==> src/rtl/ewm_pkg.sv <==
package ewm_pkg;
  typedef enum logic [1:0] {
    LBL_NONE = 2'b00,
    LBL_HIGH = 2'b01,
    LBL_LOW  = 2'b10
  } lbl_e;
endpackage

==> src/rtl/ewm_window_buf.sv <==
// Circular delay store: holds the instructions whose windows are still open.
module ewm_window_buf #(
  parameter int WT_W  = 8,
  parameter int DEPTH = 512,
  localparam int AW   = (DEPTH > 1) ? $clog2(DEPTH) : 1,
  localparam int CW   = $clog2(DEPTH + 1)
) (
  input  logic            clk,
  input  logic            rst_n,
  input  logic            push,
  input  logic [WT_W-1:0] push_data,
  input  logic            pop,
  output logic [WT_W-1:0] head_data,
  output logic [CW-1:0]   count
);
  localparam logic [AW-1:0] LAST_IDX = AW'(DEPTH - 1);

  logic [WT_W-1:0] mem [DEPTH];
  logic [AW-1:0]   wr_ptr, rd_ptr;

  function automatic logic [AW-1:0] bump(input logic [AW-1:0] p);
    return (p == LAST_IDX) ? '0 : p + 1'b1;
  endfunction

  always_ff @(posedge clk) begin
    if (push) mem[wr_ptr] <= push_data;
  end

  always_ff @(posedge clk or negedge rst_n) begin
    if (!rst_n) begin
      wr_ptr <= '0;
      rd_ptr <= '0;
      count  <= '0;
    end else begin
      if (push) wr_ptr <= bump(wr_ptr);
      if (pop)  rd_ptr <= bump(rd_ptr);
      case ({push, pop})
        2'b10:   count <= count + 1'b1;
        2'b01:   count <= count - 1'b1;
        default: count <= count;
      endcase
    end
  end

  assign head_data = mem[rd_ptr];
endmodule

==> src/rtl/ewm_run_sum.sv <==
// Running window total: adds the entering weight, subtracts the leaving one.
module ewm_run_sum #(
  parameter int WT_W  = 8,
  parameter int SUM_W = 24
) (
  input  logic             clk,
  input  logic             rst_n,
  input  logic             add_en,
  input  logic [WT_W-1:0]  add_val,
  input  logic             sub_en,
  input  logic [WT_W-1:0]  sub_val,
  output logic [SUM_W-1:0] sum
);
  logic [SUM_W-1:0] add_ext, sub_ext;

  always_comb begin
    add_ext = add_en ? SUM_W'(add_val) : '0;
    sub_ext = sub_en ? SUM_W'(sub_val) : '0;
  end

  always_ff @(posedge clk or negedge rst_n) begin
    if (!rst_n) sum <= '0;
    else        sum <= sum + add_ext - sub_ext;
  end
endmodule

==> src/rtl/ewm_label_seq.sv <==
// Mark sequencer: one shadow countdown plus a pending-low flag.
module ewm_label_seq
  import ewm_pkg::*;
#(
  parameter int K_W = 10
) (
  input  logic           clk,
  input  logic           rst_n,
  input  logic           step,
  input  logic           path_done,
  input  logic           win_full,
  input  logic           over_th,
  input  logic [K_W-1:0] k_len,
  output lbl_e           label
);
  logic [K_W-1:0] shadow_left;
  logic           low_pend;
  logic           trig, in_shadow;

  always_comb begin
    trig      = win_full && over_th;
    in_shadow = (shadow_left != '0);
    if (in_shadow)     label = LBL_NONE;
    else if (trig)     label = LBL_HIGH;
    else if (low_pend) label = LBL_LOW;
    else               label = LBL_NONE;
  end

  always_ff @(posedge clk or negedge rst_n) begin
    if (!rst_n) begin
      shadow_left <= '0;
      low_pend    <= 1'b0;
    end else if (step) begin
      if (path_done) begin
        shadow_left <= '0;
        low_pend    <= 1'b0;
      end else if (trig) begin
        shadow_left <= k_len - 1'b1;
        low_pend    <= 1'b1;
      end else if (in_shadow) begin
        shadow_left <= shadow_left - 1'b1;
      end else begin
        low_pend    <= 1'b0;
      end
    end
  end
endmodule

==> src/rtl/ewm_marker.sv <==
module ewm_marker
  import ewm_pkg::*;
#(
  parameter int WT_W  = 8,
  parameter int KMAX  = 512,
  parameter int SUM_W = 24,
  localparam int K_W  = $clog2(KMAX + 1)
) (
  input  logic             clk,
  input  logic             rst_n,
  input  logic [K_W-1:0]   cfg_k,
  input  logic [SUM_W-1:0] cfg_th,
  input  logic             in_valid,
  output logic             in_ready,
  input  logic [WT_W-1:0]  in_weight,
  input  logic             in_last,
  output logic             out_valid,
  input  logic             out_ready,
  output logic [WT_W-1:0]  out_weight,
  output logic [1:0]       out_label,
  output logic             out_last
);
  logic             draining;
  logic [K_W-1:0]   held;
  logic [WT_W-1:0]  head_w;
  logic [SUM_W-1:0] win_sum;
  logic             win_full, push, pop, path_done;
  lbl_e             lbl;

  always_comb begin
    win_full  = (held == cfg_k);
    out_valid = win_full || (draining && held != '0);
    pop       = out_valid && out_ready;
    in_ready  = !draining && ((held < cfg_k) || (win_full && out_ready));
    push      = in_valid && in_ready;
    out_last  = draining && (held == K_W'(1));
    path_done = pop && out_last;
  end

  always_ff @(posedge clk or negedge rst_n) begin
    if (!rst_n)                draining <= 1'b0;
    else if (push && in_last)  draining <= 1'b1;
    else if (path_done)        draining <= 1'b0;
  end

  ewm_window_buf #(.WT_W(WT_W), .DEPTH(KMAX)) u_buf (
    .clk(clk), .rst_n(rst_n), .push(push), .push_data(in_weight),
    .pop(pop), .head_data(head_w), .count(held)
  );

  ewm_run_sum #(.WT_W(WT_W), .SUM_W(SUM_W)) u_sum (
    .clk(clk), .rst_n(rst_n), .add_en(push), .add_val(in_weight),
    .sub_en(pop), .sub_val(head_w), .sum(win_sum)
  );

  ewm_label_seq #(.K_W(K_W)) u_seq (
    .clk(clk), .rst_n(rst_n), .step(pop), .path_done(path_done),
    .win_full(win_full), .over_th(win_sum >= cfg_th), .k_len(cfg_k),
    .label(lbl)
  );

  assign out_weight = head_w;
  assign out_label  = lbl;
endmodule

==> config.mk <==
export PLATFORM = sky130hd
export DESIGN_NAME = ewm_marker
export DESIGN_NICKNAME = d
export VERILOG_FILES = /design/src/rtl/ewm_pkg.sv /design/src/rtl/ewm_window_buf.sv /design/src/rtl/ewm_run_sum.sv /design/src/rtl/ewm_label_seq.sv /design/src/rtl/ewm_marker.sv
export SDC_FILE = /design/constraint.sdc
export NUM_CORES = 2
export LEC_CHECK = 0
export ABC_AREA = 0
export BUFFER_PORTS_ARGS = -buffer_cell sky130_fd_sc_hd__buf_2
export CAP_MARGIN = 20
export CORE_ASPECT_RATIO = 0.6
export CORE_MARGIN = 3
export CORE_UTILIZATION = 28
export CTS_CLUSTER_SIZE = 24
export DETAILED_ROUTE_END_ITERATION = 8
export PLACE_DENSITY_LB_ADDON = 0.2
export SLEW_MARGIN = 20
export SYNTH_ARGS = -nofsm -noshare
export SYNTH_HDL_FRONTEND = slang
export SYNTH_SLANG_ARGS = --single-unit
==> constraint.sdc <==
create_clock -name clk -period 17.8 [get_ports clk]
set_input_delay 0 -clock clk [delete_from_list [all_inputs] [get_ports clk]]
set_output_delay 0 -clock clk [all_outputs]
set_load 0.01 [all_outputs]
==> impl_metrics.toml <==
[pwr]
pwr-share-comb_pct = 29.9
power_density_nw_per_um2 = 148
power_leakage_nw = 55.7
p_sw_share_pct = 31.4
p_sw_mw = 8.65
intPower_mw = 18.9
p_clk_share_pct = 30.1
power_frac_seq_pct = 40.0
vdd_drop_max_uv = 149

[floorplanning]
core_area_um2 = 579000
num_rows = 216
initial_core_util_pct = 28.2
die_h_um = 597
die_w_um = 992
die-area_um2 = 592000
io_pins = 60

[placement]
gp_congestion = 0.776
place_ws_ps = 7880
port-buffer-count = 59
dpl.hpwl_mm = 292

[timing]
maxSlewViolCount = 0
setup_viol_count_final = 0
rsz0062_at_grt = "no"
hold_viol = 0
period_share_pct = 55.8
fin_ws_ps = 7870
finClkSkew_ps = 66.3
period_needed_ps = 9930
worst_pin_slew_ps = 1240
slew_headroom_pct = 17.2
fin_tns_setup_ps = 0
fmax_mhz = 101

[grt]
met3_usage_pct = 3.29
grt_pass1_vias = 78555
grt_busiest_layer = "met1"
grt_pass1_wl_mm = 664
grt_overflow = 0
grt_max_degree = 232
grtUsageTotal_pct = 15.8
use_met1_pct = 25.4
gr-usage-met2_pct = 22.0
antenna_found_initial = 40

[cells_and_area]
syn_to_final_growth_pct = 13.9
final_common_cell = "edfxtp_1"
drive_gt1_share_pct = 27.7
final_cell_mix = "edfxtp_1, mux4_2, nor2_1"
layout.nets = 7660
num-fill-cells = 54700

[clock_tree]
clkLatencyLatePin_ps = 970
cts_tree = "done"
htreeDepth = 5
clockBufferDepth = 4
cts_setup_buffers = 0
clkSinkCount = 4160
root_buffer = "clkbuf_16"
cts_buffers = 374
clk_pin_slew_ps = 70

[setup_path]
worst-path-buf-inv = 5
cp_max_fo = 74
crit_path_max_incr_delay_ps = 710
crit_required_ps = 18640
cp.arrival_ps = 10760
crit_path_end_kind = "flop"
critPathKind = "flop to flop"
crit_family = "buffers and inverters"
startpoint_type = "flop"
critical-path-slowest-cell = "dfrtp_4"

[synthesis]
synth_seq_area_share_pct = 76.4
async_reset_ff_share_pct = 1.54
synth-edff-count = 4096
ys.warnings.count = 0
yosysUniqueCellTypes = 66
postSynthCellCount = 7265
synth_area_um2 = 163000
avgSynthCellArea_um2 = 22.5
ys_seq_elements = 4160
syn_nets = 7390
ys_dominant_reg_cell = "edfxtp_1"

[outcome]
status = "complete, no violations"

[drt]
drc = 0
ant_nets = 0
drt_iter0_drc = 10633
firstDrtPassIters = 6
wl_mm = 480
vias = 78258
via_per_inst = 5.02
post_drt_wl_per_cell_um = 30.8

[job]
cap_violations = 0

[min_path]
hold_path_class = "input port to flop"
-- kinds of logic after synthesis --
logic type	count (synthesis)	synth area share, %
buffers and inverters	500	1.49
muxes	1312	17.8
and+or+nand+nor	842	2.14
AOI/OAI and AO/OA	336	1.37
DFF	4160	76.4
adders and majority gates	78	0.635
xor gates and xnor gates	37	0.199
-- state kept, by name (all words and copies together) (netlist names) --
name	count
u_buf.count	10
u_buf.rd_ptr	9
u_sum.sum	24
u_buf.wr_ptr	9
u_seq.shadow_left	10
draining	1
u_seq.low_pend	1
u_buf.mem	4096
-- cells in the mapped netlist (8+ instances only) --
library cell / n / area share (%)
fa_1: 8 / 0.098
and3_1: 10 / 0.038
buf_2: 92 / 0.28
nor3_1: 32 / 0.098
xor2_1: 11 / 0.059
ha_1: 70 / 0.54
a221oi_1: 16 / 0.086
a211oi_1: 10 / 0.046
o31ai_1: 10 / 0.046
and2_1: 15 / 0.058
mux4_2: 1272 / 18
nand4_1: 14 / 0.054
buf_1: 33 / 0.076
nor2_1: 583 / 1.3
o21ai_0: 49 / 0.15
mux2i_1: 30 / 0.18
buf_4: 24 / 0.11
xnor2_1: 26 / 0.14
inv_1: 70 / 0.16
nand3_1: 21 / 0.064
dfrtp_1: 64 / 0.98
nand2_1: 112 / 0.26
a22oi_1: 61 / 0.28
edfxtp_1: 4096 / 75
mux2_2: 10 / 0.069
o22ai_1: 13 / 0.050
a21oi_1: 76 / 0.23
a31oi_1: 17 / 0.065
a21o_1: 21 / 0.097
buf_6: 47 / 0.32
clkbuf_1: 231 / 0.53
nor2b_1: 14 / 0.054
a22o_1: 15 / 0.081
-- area by class of cell --
class                           instances  area, µm²  share of cell area (%)
Antenna cell                            6       15.0                 0.00807
Clock buffer                          453       9850                    5.30
Clock inverter                        228       2290                    1.23
Inverter                               73        282                   0.151
Multi-Input combinational cell       2605      36500                    19.6
Sequential cell                      4160     125000                    67.0
Tap cell                             7739       9680                    5.21
Timing Repair Buffer                  321       2720                    1.46
-- routing by layer --
layer  vias to the layer above  routed length [µm]
met3                       507               37800
li1                      31202                   -
met5                         -                  22
met4                         4                7880
met1                     43571              234000
met2                      2974              200000
-- final timing paths --
path | start | to | slack (ps) | depth (start not counted)
worst max-delay path | u_buf.rd_ptr[1] | u_sum.sum[22] | 7870 | 26
worst min-delay path | cfg_th[22] | u_seq.low_pend | 130 | 9
worst max register to register | u_buf.rd_ptr[1] | u_sum.sum[22] | 7870 | 26
worst min register to register | u_seq.low_pend | u_seq.low_pend | 480 | 2
max in group asynchronous | rst_n | u_buf.rd_ptr[3] | 17200 | 4
min in group asynchronous | rst_n | u_seq.shadow_left[6] | 150 | 4
-- what timing repair did --
action	CTS	global route
hold buffers	53	0
endpoints found under the hold margin	1412	0
resized for setup	0	0
-- worst reg2reg max path: stages (launching register included) --
cell,delay (ps)
dfrtp_4,710
buf_12,430
buf_4,710
buf_4,690
buf_4,620
mux4_2,440
mux4_2,560
mux2i_1,590
nor3_1,130
nor2_1,110
o21ai_0,420
nor3_1,560
nor2_1,140
and2_1,190
ha_1,270
inv_1,40
ha_1,220
fa_1,490
a211oi_1,370
nor2_1,190
a311oi_1,470
o21ai_1,190
a21o_1,220
or3_1,340
a311oi_1,400
a21oi_1,140
xor2_1,170
-- power by group through the flow --
stage / combinational, mW / sequential, mW / clock (mW)
3_3_place_gp: 8.28 / 11.2 / 0
2_1_floorplan: 5.24 / 11.1 / 0
6_report: 8.22 / 11.0 / 8.29
4_1_cts: 8.32 / 11.0 / 8.47
3_5_place_dp: 8.26 / 11.2 / 0
5_1_grt: 8.66 / 11.0 / 8.87
-- per-stage QoR --
step	util [%]	total power, mW	cell area (µm²)	cells	hold slack [ps]
4_1_cts	32.1	27.8	186000	15578	39.5
3_3_place_gp	29.9	19.5	173000	14836	199
2_1_floorplan	-	16.3	163000	7265	-296
3_5_place_dp	29.9	19.5	173000	14844	199
6_report	32.1	27.5	186000	15585	128
5_1_grt	32.1	28.5	186000	15579	96.2
Note: power is estimated with default switching activity, not from simulation.
